--- src/rtl/i2cb_pkg.sv ---
// Shared definitions for the I2C byte master: register selects, field
// positions and the engine's state and continuation types.
package i2cb_pkg;

    localparam logic [1:0] SEL_CTRL = 2'd0;
    localparam logic [1:0] SEL_STAT = 2'd1;
    localparam logic [1:0] SEL_DATA = 2'd2;

    // control register field positions
    localparam int C_ACK  = 7;
    localparam int C_PRE  = 6;
    localparam int C_IE   = 5;
    localparam int C_PEND = 4;

    // status register field positions
    localparam int S_MODE_HI = 7;
    localparam int S_REQ     = 5;
    localparam int S_OEN     = 4;
    localparam int S_NACK    = 0;

    // what the engine does when the pending flag is released
    typedef enum logic [1:0] {
        GO_NEXT    = 2'd0,
        GO_RESTART = 2'd1,
        GO_STOP    = 2'd2
    } go_kind_t;

    typedef enum logic [3:0] {
        ST_IDLE,
        ST_STA_HI,
        ST_STA_LO,
        ST_RS_PRE,
        ST_BIT,
        ST_HOLD,
        ST_STO_LO,
        ST_STO_SCL,
        ST_STO_END
    } eng_state_t;

endpackage

--- src/rtl/i2cb_phase_gen.sv ---
// Phase tick generator. Emits one tick per quarter bit while enabled.
// Quarter bit = (prescaler/4)*(div+1) clock cycles.
// Assumes PRE_LO >= 8, so consecutive ticks are at least two cycles apart.
module i2cb_phase_gen #(
    parameter int PRE_LO = 16,
    parameter int PRE_HI = 512,
    parameter int DIV_W  = 4
) (
    input  logic             clk,
    input  logic             rst_n,
    input  logic             run,
    input  logic             pre_sel,
    input  logic [DIV_W-1:0] div,
    output logic             tick
);
    localparam int CNT_W = $clog2((PRE_HI / 4) * (1 << DIV_W)) + 1;

    logic [CNT_W-1:0] cnt;
    logic [CNT_W-1:0] base;
    logic [CNT_W-1:0] mult;
    logic [CNT_W-1:0] limit;

    // quarter-bit length from the prescaler choice and the divisor
    always_comb begin
        base  = pre_sel ? CNT_W'(PRE_HI / 4) : CNT_W'(PRE_LO / 4);
        mult  = CNT_W'(div) + CNT_W'(1);
        limit = base * mult;
    end

    assign tick = run && (cnt >= limit - CNT_W'(1));

    // free-running count while enabled; restarts at zero whenever halted
    always_ff @(posedge clk) begin
        if (!rst_n || !run) cnt <= '0;
        else if (tick)      cnt <= '0;
        else                cnt <= cnt + CNT_W'(1);
    end


    tick_gap_chk: assert property (@(posedge clk) disable iff (!rst_n)
        tick |=> !tick);

endmodule

--- src/rtl/i2cb_engine.sv ---
// Bus sequencer: generates START, repeated START, eight data bits plus an
// acknowledge slot, and STOP. Each bit takes four phase ticks, with SCL low
// for the first two and high for the last two. It parks with SCL low after
// every byte until 'go' arrives.
// Assumes 'go' is only pulsed while parked and 'start_req' only while idle.
module i2cb_engine
    import i2cb_pkg::*;
(
    input  logic       clk,
    input  logic       rst_n,
    input  logic       tick,
    input  logic       start_req,
    input  logic       go,
    input  go_kind_t   go_kind,
    input  logic       rx_mode,
    input  logic       ack_en,
    input  logic [7:0] tx_byte,
    input  logic       sda_in,
    output logic       busy,
    output logic       run,
    output logic       byte_done,
    output logic       rx_done,
    output logic [7:0] rx_byte,
    output logic       nack_upd,
    output logic       nack_val,
    output logic       scl_low,
    output logic       sda_low
);
    eng_state_t st;
    logic [1:0] ph;
    logic [3:0] bitn;
    logic [7:0] shreg;
    logic       is_rx;
    logic       sda_drv;

    logic last_bit;
    assign last_bit = (bitn == 4'd8);

    // sequencing of bus conditions, bit phases and the parked state
    always_ff @(posedge clk) begin
        if (!rst_n) begin
            st      <= ST_IDLE;
            ph      <= 2'd0;
            bitn    <= 4'd0;
            shreg   <= 8'h00;
            is_rx   <= 1'b0;
            sda_drv <= 1'b0;
        end else begin
            case (st)
                ST_IDLE: if (start_req) st <= ST_STA_HI;
                ST_RS_PRE: if (tick) st <= ST_STA_HI;
                ST_STA_HI: if (tick) st <= ST_STA_LO;
                ST_STA_LO: if (tick) begin
                    st      <= ST_BIT;
                    ph      <= 2'd0;
                    bitn    <= 4'd0;
                    shreg   <= tx_byte;
                    is_rx   <= 1'b0;
                    sda_drv <= 1'b1;
                end
                ST_BIT: if (tick) begin
                    if (ph == 2'd0)
                        sda_drv <= last_bit ? (is_rx && ack_en) : (!is_rx && !shreg[7]);
                    if (ph == 2'd1 && !last_bit)
                        shreg <= {shreg[6:0], sda_in};
                    if (ph == 2'd3) begin
                        ph <= 2'd0;
                        if (last_bit) st <= ST_HOLD;
                        else          bitn <= bitn + 4'd1;
                    end else begin
                        ph <= ph + 2'd1;
                    end
                end
                ST_HOLD: if (go) begin
                    case (go_kind)
                        GO_RESTART: st <= ST_RS_PRE;
                        GO_STOP:    st <= ST_STO_LO;
                        default: begin
                            st    <= ST_BIT;
                            ph    <= 2'd0;
                            bitn  <= 4'd0;
                            shreg <= tx_byte;
                            is_rx <= rx_mode;
                        end
                    endcase
                end
                ST_STO_LO:  if (tick) st <= ST_STO_SCL;
                ST_STO_SCL: if (tick) st <= ST_STO_END;
                ST_STO_END: if (tick) st <= ST_IDLE;
                default:    st <= ST_IDLE;
            endcase
        end
    end

    // strobes toward the register block
    always_comb begin
        byte_done = (st == ST_BIT) && tick && (ph == 2'd3) && last_bit;
        rx_done   = byte_done && is_rx;
        rx_byte   = shreg;
        nack_upd  = (st == ST_BIT) && tick && (ph == 2'd1) && last_bit && !is_rx;
        nack_val  = sda_in;
    end

    // open-drain line drive decoded from the state
    always_comb begin
        scl_low = 1'b0;
        sda_low = 1'b0;
        case (st)
            ST_STA_LO:  sda_low = 1'b1;
            ST_RS_PRE:  scl_low = 1'b1;
            ST_BIT: begin
                scl_low = !ph[1];
                sda_low = sda_drv;
            end
            ST_HOLD: begin
                scl_low = 1'b1;
                sda_low = sda_drv;
            end
            ST_STO_LO: begin
                scl_low = 1'b1;
                sda_low = 1'b1;
            end
            ST_STO_SCL: sda_low = 1'b1;
            default: ;
        endcase
    end

    assign busy = (st != ST_IDLE);
    assign run  = (st != ST_IDLE) && (st != ST_HOLD);


    sda_stable_chk: assert property (@(posedge clk) disable iff (!rst_n)
        (st == ST_BIT && !scl_low && $past(!scl_low)) |-> $stable(sda_low));


    stop_release_chk: assert property (@(posedge clk) disable iff (!rst_n)
        $fell(busy) |-> $past(!scl_low && !sda_low));

endmodule

--- src/rtl/i2c_byte_master.sv ---
// Register front end of the I2C byte master. It holds the control, status
// and data registers. It turns mode rewrites into START, repeated-START or
// STOP requests and releases the parked engine when software clears the
// pending flag. Assumes a single write port with one access per cycle.
module i2c_byte_master
    import i2cb_pkg::*;
#(
    parameter int PRE_LO = 16,
    parameter int PRE_HI = 512
) (
    input  logic       clk,
    input  logic       rst_n,
    input  logic       reg_we,
    input  logic [1:0] reg_sel,
    input  logic [7:0] reg_wdata,
    output logic [7:0] reg_rdata,
    output logic       irq,
    output logic       scl_drive_low,
    output logic       sda_drive_low,
    input  logic       sda_in
);
    localparam int DIV_W = 4;

    logic             ack_en_q, pre_q, ie_q, pend_q;
    logic [DIV_W-1:0] div_q;
    logic [1:0]       mode_q;
    logic             oen_q, nack_q;
    logic [7:0]       data_q;
    go_kind_t         req_q;
    logic             start_p;

    logic       tick, busy, run, byte_done, rx_done, nack_upd, nack_val;
    logic [7:0] rx_byte;
    logic       wr_ctrl, wr_stat, wr_data, release_go;

    assign wr_ctrl    = reg_we && (reg_sel == SEL_CTRL);
    assign wr_stat    = reg_we && (reg_sel == SEL_STAT);
    assign wr_data    = reg_we && (reg_sel == SEL_DATA);
    assign release_go = wr_ctrl && pend_q && !reg_wdata[C_PEND];

    // register updates from software writes and engine strobes
    always_ff @(posedge clk) begin
        if (!rst_n) begin
            ack_en_q <= 1'b0;
            pre_q    <= 1'b0;
            ie_q     <= 1'b0;
            pend_q   <= 1'b0;
            div_q    <= '0;
            mode_q   <= 2'b00;
            oen_q    <= 1'b0;
            nack_q   <= 1'b0;
            data_q   <= 8'h00;
            req_q    <= GO_NEXT;
            start_p  <= 1'b0;
        end else begin
            start_p <= 1'b0;
            if (wr_ctrl) begin
                ack_en_q <= reg_wdata[C_ACK];
                pre_q    <= reg_wdata[C_PRE];
                ie_q     <= reg_wdata[C_IE];
                div_q    <= reg_wdata[DIV_W-1:0];
            end
            if (release_go) begin
                pend_q <= 1'b0;
                req_q  <= GO_NEXT;
            end
            if (wr_stat) begin
                mode_q <= reg_wdata[S_MODE_HI -: 2];
                oen_q  <= reg_wdata[S_OEN];
                if (reg_wdata[S_REQ]) begin
                    if (!busy)
                        start_p <= reg_wdata[S_OEN] && reg_wdata[S_MODE_HI];
                    else
                        req_q <= GO_RESTART;
                end else if (busy) begin
                    req_q <= GO_STOP;
                end
            end
            if (wr_data)   data_q <= reg_wdata;
            if (rx_done)   data_q <= rx_byte;
            if (byte_done) pend_q <= 1'b1;
            if (nack_upd)  nack_q <= nack_val;
        end
    end

    // read mux
    always_comb begin
        case (reg_sel)
            SEL_CTRL: reg_rdata = {ack_en_q, pre_q, ie_q, pend_q, div_q};
            SEL_STAT: reg_rdata = {mode_q, busy, oen_q, 3'b000, nack_q};
            SEL_DATA: reg_rdata = data_q;
            default:  reg_rdata = 8'h00;
        endcase
    end

    assign irq = pend_q && ie_q;

    i2cb_phase_gen #(
        .PRE_LO (PRE_LO),
        .PRE_HI (PRE_HI),
        .DIV_W  (DIV_W)
    ) u_phase (
        .clk     (clk),
        .rst_n   (rst_n),
        .run     (run),
        .pre_sel (pre_q),
        .div     (div_q),
        .tick    (tick)
    );

    i2cb_engine u_eng (
        .clk       (clk),
        .rst_n     (rst_n),
        .tick      (tick),
        .start_req (start_p),
        .go        (release_go),
        .go_kind   (req_q),
        .rx_mode   (mode_q == 2'b10),
        .ack_en    (ack_en_q),
        .tx_byte   (data_q),
        .sda_in    (sda_in),
        .busy      (busy),
        .run       (run),
        .byte_done (byte_done),
        .rx_done   (rx_done),
        .rx_byte   (rx_byte),
        .nack_upd  (nack_upd),
        .nack_val  (nack_val),
        .scl_low   (scl_drive_low),
        .sda_low   (sda_drive_low)
    );


    pend_stall_chk: assert property (@(posedge clk) disable iff (!rst_n)
        pend_q |-> scl_drive_low);

endmodule

--- config.mk ---
export PLATFORM = sky130hd
export DESIGN_NAME = i2c_byte_master
export DESIGN_NICKNAME = d
export VERILOG_FILES = /design/src/rtl/i2cb_pkg.sv /design/src/rtl/i2cb_phase_gen.sv /design/src/rtl/i2cb_engine.sv /design/src/rtl/i2c_byte_master.sv
export SDC_FILE = /design/constraint.sdc
export NUM_CORES = 1
export LEC_CHECK = 0
export BUFFER_PORTS_ARGS = -buffer_cell sky130_fd_sc_hd__buf_2
export CAP_MARGIN = 10
export CORE_MARGIN = 5
export CORE_UTILIZATION = 45
export CTS_BUF_LIST = sky130_fd_sc_hd__clkbuf_4
export DETAILED_ROUTE_END_ITERATION = 6
export MAX_ROUTING_LAYER = met4
export PLACE_DENSITY = 0.63
export SETUP_SLACK_MARGIN = 0.02
export SYNTH_ARGS = -nofsm -noshare
export SYNTH_HDL_FRONTEND = slang
export SYNTH_SLANG_ARGS = --single-unit
--- constraint.sdc ---
create_clock -name clk -period 11.1 [get_ports clk]
set_input_delay 3.33 -clock clk [delete_from_list [all_inputs] [get_ports clk]]
set_output_delay 3.33 -clock clk [all_outputs]
set_load 0.02 [all_outputs]
[Word-level counts from Yosys, hierarchy flattened]
Index checks and enable logic that the tools add are counted.
Widths: inputs -> output; s select.
Operators by class
  multiplexer cells: 53
  bitwise logic cells: 3
  equality and inequality tests: 32
  multipliers: 1
  reduce and logical (&&, ||, !) cells: 48
  magnitude comparators: 1
  add/subtract/negate cells: 5
Operator list (number)
  $mux 4: 16
  $mux 8: 8
  $pmux 8 s3: 2
  $pmux 4 s9: 1
  $ne 2x1->1 const B: 11
  $mux 2: 10
  $logic_and 1x1->1: 19
  $eq 4x3->1 const B: 4
  $add 12x1->12 const B: 1
  $ge 12x12->1: 1
  $mul 12x12->12: 1
  $pmux 4 s3: 1
  $sub 12x1->12 const B: 1
  $reduce_and 11->1: 1
  $mux 1: 9
  $eq 2x2->1 const B: 4
  $eq 4x2->1 const B: 2
  $eq 4x4->1 const B: 2
  $ne 2x2->1 const B: 4
  $pmux 1 s2: 4
  $reduce_and 4->1: 2
  $reduce_bool 2->1: 4
  $logic_not 1->1: 7
  $reduce_and 7->1: 1
  other kinds (19): 27
Word-level totals
  input bits: 14
  register bits: 55
  word-level logic and storage cells: 161
  output and inout port bits: 11

[Longest topological paths before layout]
Gate-level depths: netlist of the first run.
  word-level depth: 10
  gate-level depth with buffers: 19
  mapped depth without buffers: 17

[By module]
From an unflattened synthesis of the first run, not the netlist that was laid out.
Unflattened totals
  cell total of the unflattened synthesis: 423
  area, all modules: 3602.2 um2
Modules (own cells, without submodules)
  i2cb_engine: area an instance 1331.3 um2, times used 1, sequential area each 400.4 um2, cells an instance 164
  i2cb_phase_gen: area an instance 1179.9 um2, times used 1, sequential area each 240.2 um2, cells an instance 142
  i2c_byte_master: area an instance 1091.0 um2, times used 1, sequential area each 460.4 um2, cells an instance 117

[Worst setup path after synthesis of the first run]
OpenSTA, ideal clock, no wires.
  path type: input to output
  start: input reg_sel[1]
  end: output reg_rdata[0]
  data arrival time: 4.342 ns
  required time: 7.770 ns
  cell stages on the path: 3
  path buffers: 1
  slack: 3.428 ns
  path through: buf_1 > mux2i_1 > o21ai_0
Between the ends
  cells in the longest elaborated chain, start to end: 2
  elaborated cells between the ends (all ways): 4
  those cells by class: 2 x eq/ne; 1 x mux; 1 x reduce/logical
RTL lines
  start: declaration: line i2c_byte_master.sv:14  | input logic [1:0] reg_sel,
  $eq 2x2->1, or another cell as far along: line i2c_byte_master.sv:88  | case (reg_sel)
  $pmux 8 s3 *: line i2c_byte_master.sv:88
  end: declaration: line i2c_byte_master.sv:16  | output logic [7:0] reg_rdata,
Mark *: on every way between the ends. The rest lies on a longest branch, timed or not.

[Worst setup path after layout of the first run]
  start: input reg_sel[0]
  end: output reg_rdata[6]
The elaborated chain is that of the path after synthesis.

==> results of run 1 <==
==> cell type report <==
type / count / area (sq um) / area share (%)
clock buffer: 6 / 45.0 / 1.16
multi-input combinational: 351 / 2390 / 61.6
sequential: 55 / 1100 / 28.4
clock inverter: 2 / 12.5 / 0.323
tap: 105 / 131 / 3.39
timing repair buffer: 24 / 120 / 3.10
inverter: 21 / 78.8 / 2.03
==> logic make-up after synthesis <==
group                      count (synthesis)  share of synthesized area [%]
and+or+nand+nor                          178                           23.6
AOI/OAI and AO/OA                         90                           17.3
DFF                                       55                           30.0
buffers and inverters                     47                           4.94
muxes                                     34                           9.30
adders and majority gates                 31                           10.6
xor gates and xnor gates                  18                           4.29
==> how the worst max path moves through the flow <==
| stage | to | start |
|---|---|---|
| after global placement | reg_rdata[6] | reg_sel[1] |
| final | reg_rdata[6] | reg_sel[0] |
| after CTS | reg_rdata[6] | reg_sel[0] |
| after global routing | reg_rdata[6] | reg_sel[0] |
| after floorplan | reg_rdata[0] | reg_sel[1] |
| after detailed placement | reg_rdata[6] | reg_sel[0] |
==> state kept, by name, summed over array words and instances (netlist names), 2 cells and up <==
name	flops
u_phase.cnt	12
data_q	8
u_eng.rx_byte	8
div_q	4
u_eng.bitn	4
u_eng.st	4
mode_q	2
req_q	2
u_eng.ph	2
==> placed cells by master (no fill, tap or decap), drive strengths merged, types with 9 or more instances in the layout <==
cell,instances
nand2,88
dfxtp,55
mux2i,33
nor2,33
ha,31
a21oi,26
o21ai,25
buf,24
inv,20
xor2,10
nand3,10
nand4,9
==> worst reg2reg max path, stage by stage, from the launching register on <==
cell and delay, ps:
dfxtp_1 520, nand3_1 170, xor2_1 180, nor2_1 160
inv_1 60, ha_1 300, ha_1 300, a31o_1 250
a21oi_1 290, nor2b_1 120, a21oi_1 190, xor2_1 200
ha_1 270, a211o_1 290, o211ai_1 150, o2111a_1 890
nand3_1 570, nor2_1 220
==> routing by layer <==
metal	global-route usage, %	wire [microns]	vias to the layer above
met2	27.4	3770	56
met3	2.08	324	7
met4	4.04	76	0
met1	24.0	4180	1459
met5	-	0	-
li1	-	-	1612
==> metrics by stage <==
step | worst slack [ps] | util (%) | instances | hold slack (ps) | instance area, sq um
detailed placement | 3300 | 47.2 | 556 | 451 | 3820
global route | 3160 | 47.9 | 564 | 497 | 3880
floorplan | 3430 | - | 453 | 426 | 3670
global placement | 3350 | 47.2 | 556 | 439 | 3820
CTS | 3290 | 47.9 | 564 | 481 | 3880
finish | 3300 | 47.9 | 564 | 481 | 3880
==> report_power, final <==
group          internal (W)  switching [W]   total, W
Combinational     0.0000297      0.0000459  0.0000756
Sequential         0.000202     0.00000979   0.000212
Clock             0.0000272      0.0000641  0.0000914
==> results.md, run 1 <==
- RSZ-0062 raised after global routing: false
- Final ANT Viol Nets: 0
- Number of hold buffers added after CTS: 0
- Vias/cell: 5.56
- Most frequent CP cell: buf_2
- IO Port Bufs: 24
- Post_cts resized: 0
- EDFF count, synth: 0
- Initial DRC Count: 124
- Vias: 3134
- Synth async-reset ratio: 0%
- Status: completed
- Critical path arrival: 4470 ps
- CP max stage delay: 520 ps
- Cell family with most CP delay: simple AND/OR/NAND/NOR gates
- Hold path start: ie_q
- First-pass GRT wire length: 14100 microns
- Sequential element share of the synthesized area: 30.0%
- Pleak: 1.62 nW
- Vias in the first global route: 2959
- WP buf/inv: 2
- Tcrit/Tclk final: 70.3%
- Final min period: 7800 ps
- Slew Limit Fails: 0
- Final number of hold-violating endpoints: 0
- Distinct cells, synth: 61
- Setup Buffers After CTS: 0
- Num CTS Buffers: 5
- Critical Path End Type: output port
- Clk sinks: 55
- Critical path class: primary input to output port
- VDD IR-drop max: 0.0497 mV
- GPL Wtd Cong: 0.887
- TritonCTS clock tree: yes
- Final Net Count: 503
- Top-count cell post-synth: nand2_1
- Max cap viols: 0
- Synth Net Count: 498
- Top cells by area, synth: dfxtp_1 (30%), ha_1 (11%), mux2i_1 (9.0%)
- Design Power: 0.000379 W
- Initial Utilization: 45.4%
- Post-synth top flop: dfxtp_1
- Critical Path Source Type: primary input
- Cells after Synth: 453
- Reg clk slew, reported paths: 160 ps
- Synth-to-Final Area Change: 5.62%
- Placement row count: 33
- Initial antenna violation count: 0
- WHS Endpoint: ie_q
- Root Driver: clkbuf_4
- Seq cells post-synth: 55
- Slowest cell on the critical path: nor2b_1
- H-tree lvl count: 2
- Io pins: 25
- Layout cells sized above 1: 8.71%
- # fillers: 831
- Worst Hold Class: flop to flop
- Final setup vio count: 0
- Synthesis Warnings: 0
- Worst Hold Depth: 2
- Routed length per placed instance: 14.8 microns
- Detailed Place HPWL: 6180 microns
- Top post-synthesis cells by count: nand2_1 (88), dfxtp_1 (55), mux2i_1 (33), nor2_1 (33), ha_1 (31)
- Leading area contributor after synthesis: dfxtp_1
- Mapped Avg Cell Area: 8.11 sq um
- CP cell instances: buf_2, nor2b_1, nand2_1, o21ai_0, buf_2
- Global route overflow: 0
- DRT Pass-1 Iters: 4
- Worst Path Max Fanout: 12
- Core area: 8090 sq um
- Routed wire length: 8350 microns
- Pin count of the biggest net entering global routing: 38
- Slew headroom: 36.4%
- Worst-skew pair later-pin latency: 380 ps
- CP required: 7770 ps
- FF-to-FF path depth: 17
- DRC viols: 0
- Die X: 100 microns
- Worst slew pin tran: 954 ps
- F_max: 128 MHz
- PwrDens: 97.7 nW/um^2
- Worst r2r dst: u_phase.cnt[2]
- Die Footprint: 10100 sq um
- Fin Setup TNS: 0 ps
- Post-synthesis cell area: 3670 sq um
- Skew final: 28.1 ps
- Reg-to-Reg Start: div_q[0]
- FF-to-FF setup slack: 5930 ps
- Ant. Diodes: 0
- Die Y: 100 microns
- Tot GR Track Use: 17.4%
- Post-synth top area share: 30.0%
- Clk buf depth: 2
- Crit path depth: 5
Power figures use the tool's default switching activity.
==> run 2: changes to the inputs <==
==> constraint.sdc (replaced) <==
create_clock -name clk -period 8 [get_ports clk]
set_input_delay 2.4 -clock clk [delete_from_list [all_inputs] [get_ports clk]]
set_output_delay 2.4 -clock clk [all_outputs]
set_load 0.02 [all_outputs]
==> results.md, run 2 (same netlist as run 1, synthesis figures left out) <==
- Critical path class: primary input to output port
- Die Footprint: 10100 sq um (unchanged)
- Clk sinks: 55 (unchanged)
- Combinational power share: 18.9% (-1.1 points)
- Number of hold buffers added after CTS: 0 (unchanged)
- Final ANT Viol Nets: 0 (unchanged)
- Largest reg by FF count: u_phase.cnt
- GPL Wtd Cong: 0.886 (about the same)
- Root Driver: clkbuf_4
- Tot GR Track Use: 17.6% (+0.17 points)
- Initial antenna violation count: 0 (unchanged)
- Pin count of the biggest net entering global routing: 38 (unchanged)
- FF-to-FF setup slack: 2840 ps (-3090 ps)
- Reg clk slew, reported paths: 150 ps (about the same)
- Switching pwr: 0.000169 W (+41%)
- Io pins: 25 (unchanged)
- First-pass GRT wire length: 14200 microns (+0.74%)
- Clk buf depth: 2 (unchanged)
- Core area: 8090 sq um (unchanged)
- Clock power share: 28.3% (+4.2 points)
- CP max stage delay: 510 ps (about the same)
- Routed wire length: 8390 microns (+0.50%)
- Critical Path End Type: output port
- Layout cells sized above 1: 8.71% (unchanged)
- Number of flip-flops under the largest register name: 12 (unchanged)
- Pleak: 1.63 nW (+0.61%)
- Worst-skew pair later-pin latency: 380 ps (about the same)
- Sw Ratio: 30.3% (-1.3 points)
- Detailed Place HPWL: 6180 microns (about the same)
- Most common cell after layout, fill and taps aside: nand2_1
- Total internal power: 0.000388 W (+50%)
- Final min period: 5950 ps
- IO Port Bufs: 24 (unchanged)
- H-tree lvl count: 2 (unchanged)
- Final Util: 48.2% (+0.28 points)
- Final setup vio count: 0 (unchanged)
- Post_cts resized: 0 (unchanged)
- Max cap viols: 0 (unchanged)
- Most frequent CP cell: buf_2
- Worst Path Max Fanout: 12 (unchanged)
- Critical path arrival: 3550 ps (-920 ps)
- RSZ-0062 raised after global routing: false
- Slowest cell on the critical path: nor2b_1
- Highest-count cells in the layout ignoring fill and taps: nand2_1 (88), dfxtp_1 (55), mux2i_1 (33), nor2_1 (33), ha_1 (31)
- DRC viols: 0 (unchanged)
- Vias: 3153 (+0.61%)
- Worst Hold Class: flop to flop
- Routed length per placed instance: 14.9 microns (+0.50%)
- DRT Pass-1 Iters: 4 (unchanged)
- Global route overflow: 0 (unchanged)
- Initial Utilization: 45.4% (unchanged)
- Worst Hold Depth: 1 (-1)
- Ant. Diodes: 0 (unchanged)
- Die Y: 100 microns (unchanged)
- Final Net Count: 503 (unchanged)
- TritonCTS clock tree: yes
- CP required: 5600 ps (-2170 ps)
- Fin Setup TNS: 0 ps (unchanged)
- CP cell instances: buf_2, nor2b_1, nand2_1, o21ai_0, buf_2
- Vias in the first global route: 2943 (-0.54%)
- Tcrit/Tclk final: 74.3%
- Synth-to-Final Area Change: 6.24%
- Initial DRC Count: 160 (+29%)
- FF-to-FF path depth: 16 (-1)
- Die X: 100 microns (unchanged)
- Final number of hold-violating endpoints: 0 (unchanged)
- F_max: 168 MHz
- Placement row count: 33 (unchanged)
- PwrDens: 143 nW/um^2 (+46%)
- Worst slew pin tran: 955 ps (+0.0322 ps)
- Num CTS Buffers: 5 (unchanged)
- Critical Path Source Type: primary input
- Slew Limit Fails: 0 (unchanged)
- Share of power burned in registers: 52.8% (-3.1 points)
- Vias/cell: 5.59 (+0.61%)
- Skew final: 19.9 ps (-8.20 ps)
- Setup Buffers After CTS: 0 (unchanged)
- Slew headroom: 36.4% (about the same)
- VDD IR-drop max: 0.0797 mV (+60%)
- Status: completed
## run 2: final cells by class
class	count	area, sq um
fill	838	4190
multi-input combinational	351	2390
sequential	55	1100
tap	105	131
timing repair buffer	24	120
inverter	21	78.8
clock inverter	3	42.5
clock buffer	5	37.5
## run 2: final timing paths
check,end,startpoint
hold reg to reg,u_phase.cnt[0],u_phase.cnt[0]
hold / removal,u_phase.cnt[0],u_phase.cnt[0]
setup / recovery,reg_rdata[6],reg_sel[1]
setup reg to reg,u_phase.cnt[2],div_q[0]
## run 2: power by group through the flow
| stage | clock network, W | registers [W] | logic (W) |
|---|---|---|---|
| 2_1_floorplan | 0 | 0.000292 | 0.0000858 |
| 5_1_grt | 0.000175 | 0.000296 | 0.000118 |
| 6_report | 0.000157 | 0.000294 | 0.000105 |
| 3_5_place_dp | 0 | 0.000299 | 0.000105 |
| 4_1_cts | 0.000164 | 0.000294 | 0.000106 |
| 3_3_place_gp | 0 | 0.000299 | 0.000103 |
## run 2: metrics by stage
step | instances | setup slack, ps | total power [W] | cell area [sq um] | hold WS [ps]
global placement | 556 | 2070 | 0.000402 | 3820 | 439
CTS | 564 | 2060 | 0.000563 | 3900 | 480
global route | 564 | 1920 | 0.000589 | 3900 | 498
floorplan | 453 | 2190 | 0.000378 | 3670 | 426
finish | 564 | 2050 | 0.000556 | 3900 | 481
detailed placement | 556 | 2040 | 0.000404 | 3820 | 449
## run 2: per-layer routing
layer  track usage, %  routed length (microns)  vias to the layer above
li1                 -                        -                     1611
met4             4.87                      106                        0
met2             26.9                     3830                       57
met5                -                        0                        -
met3             2.64                      288                        8
met1             24.3                     4170                     1477
## run 2: worst max-delay path: cells and delay by family
kind | cells | cell delay [ps]
buffers and inverters | 2 | 410
AO/OA/AOI/OAI | 1 | 100
AND/OR/NAND/NOR | 2 | 620
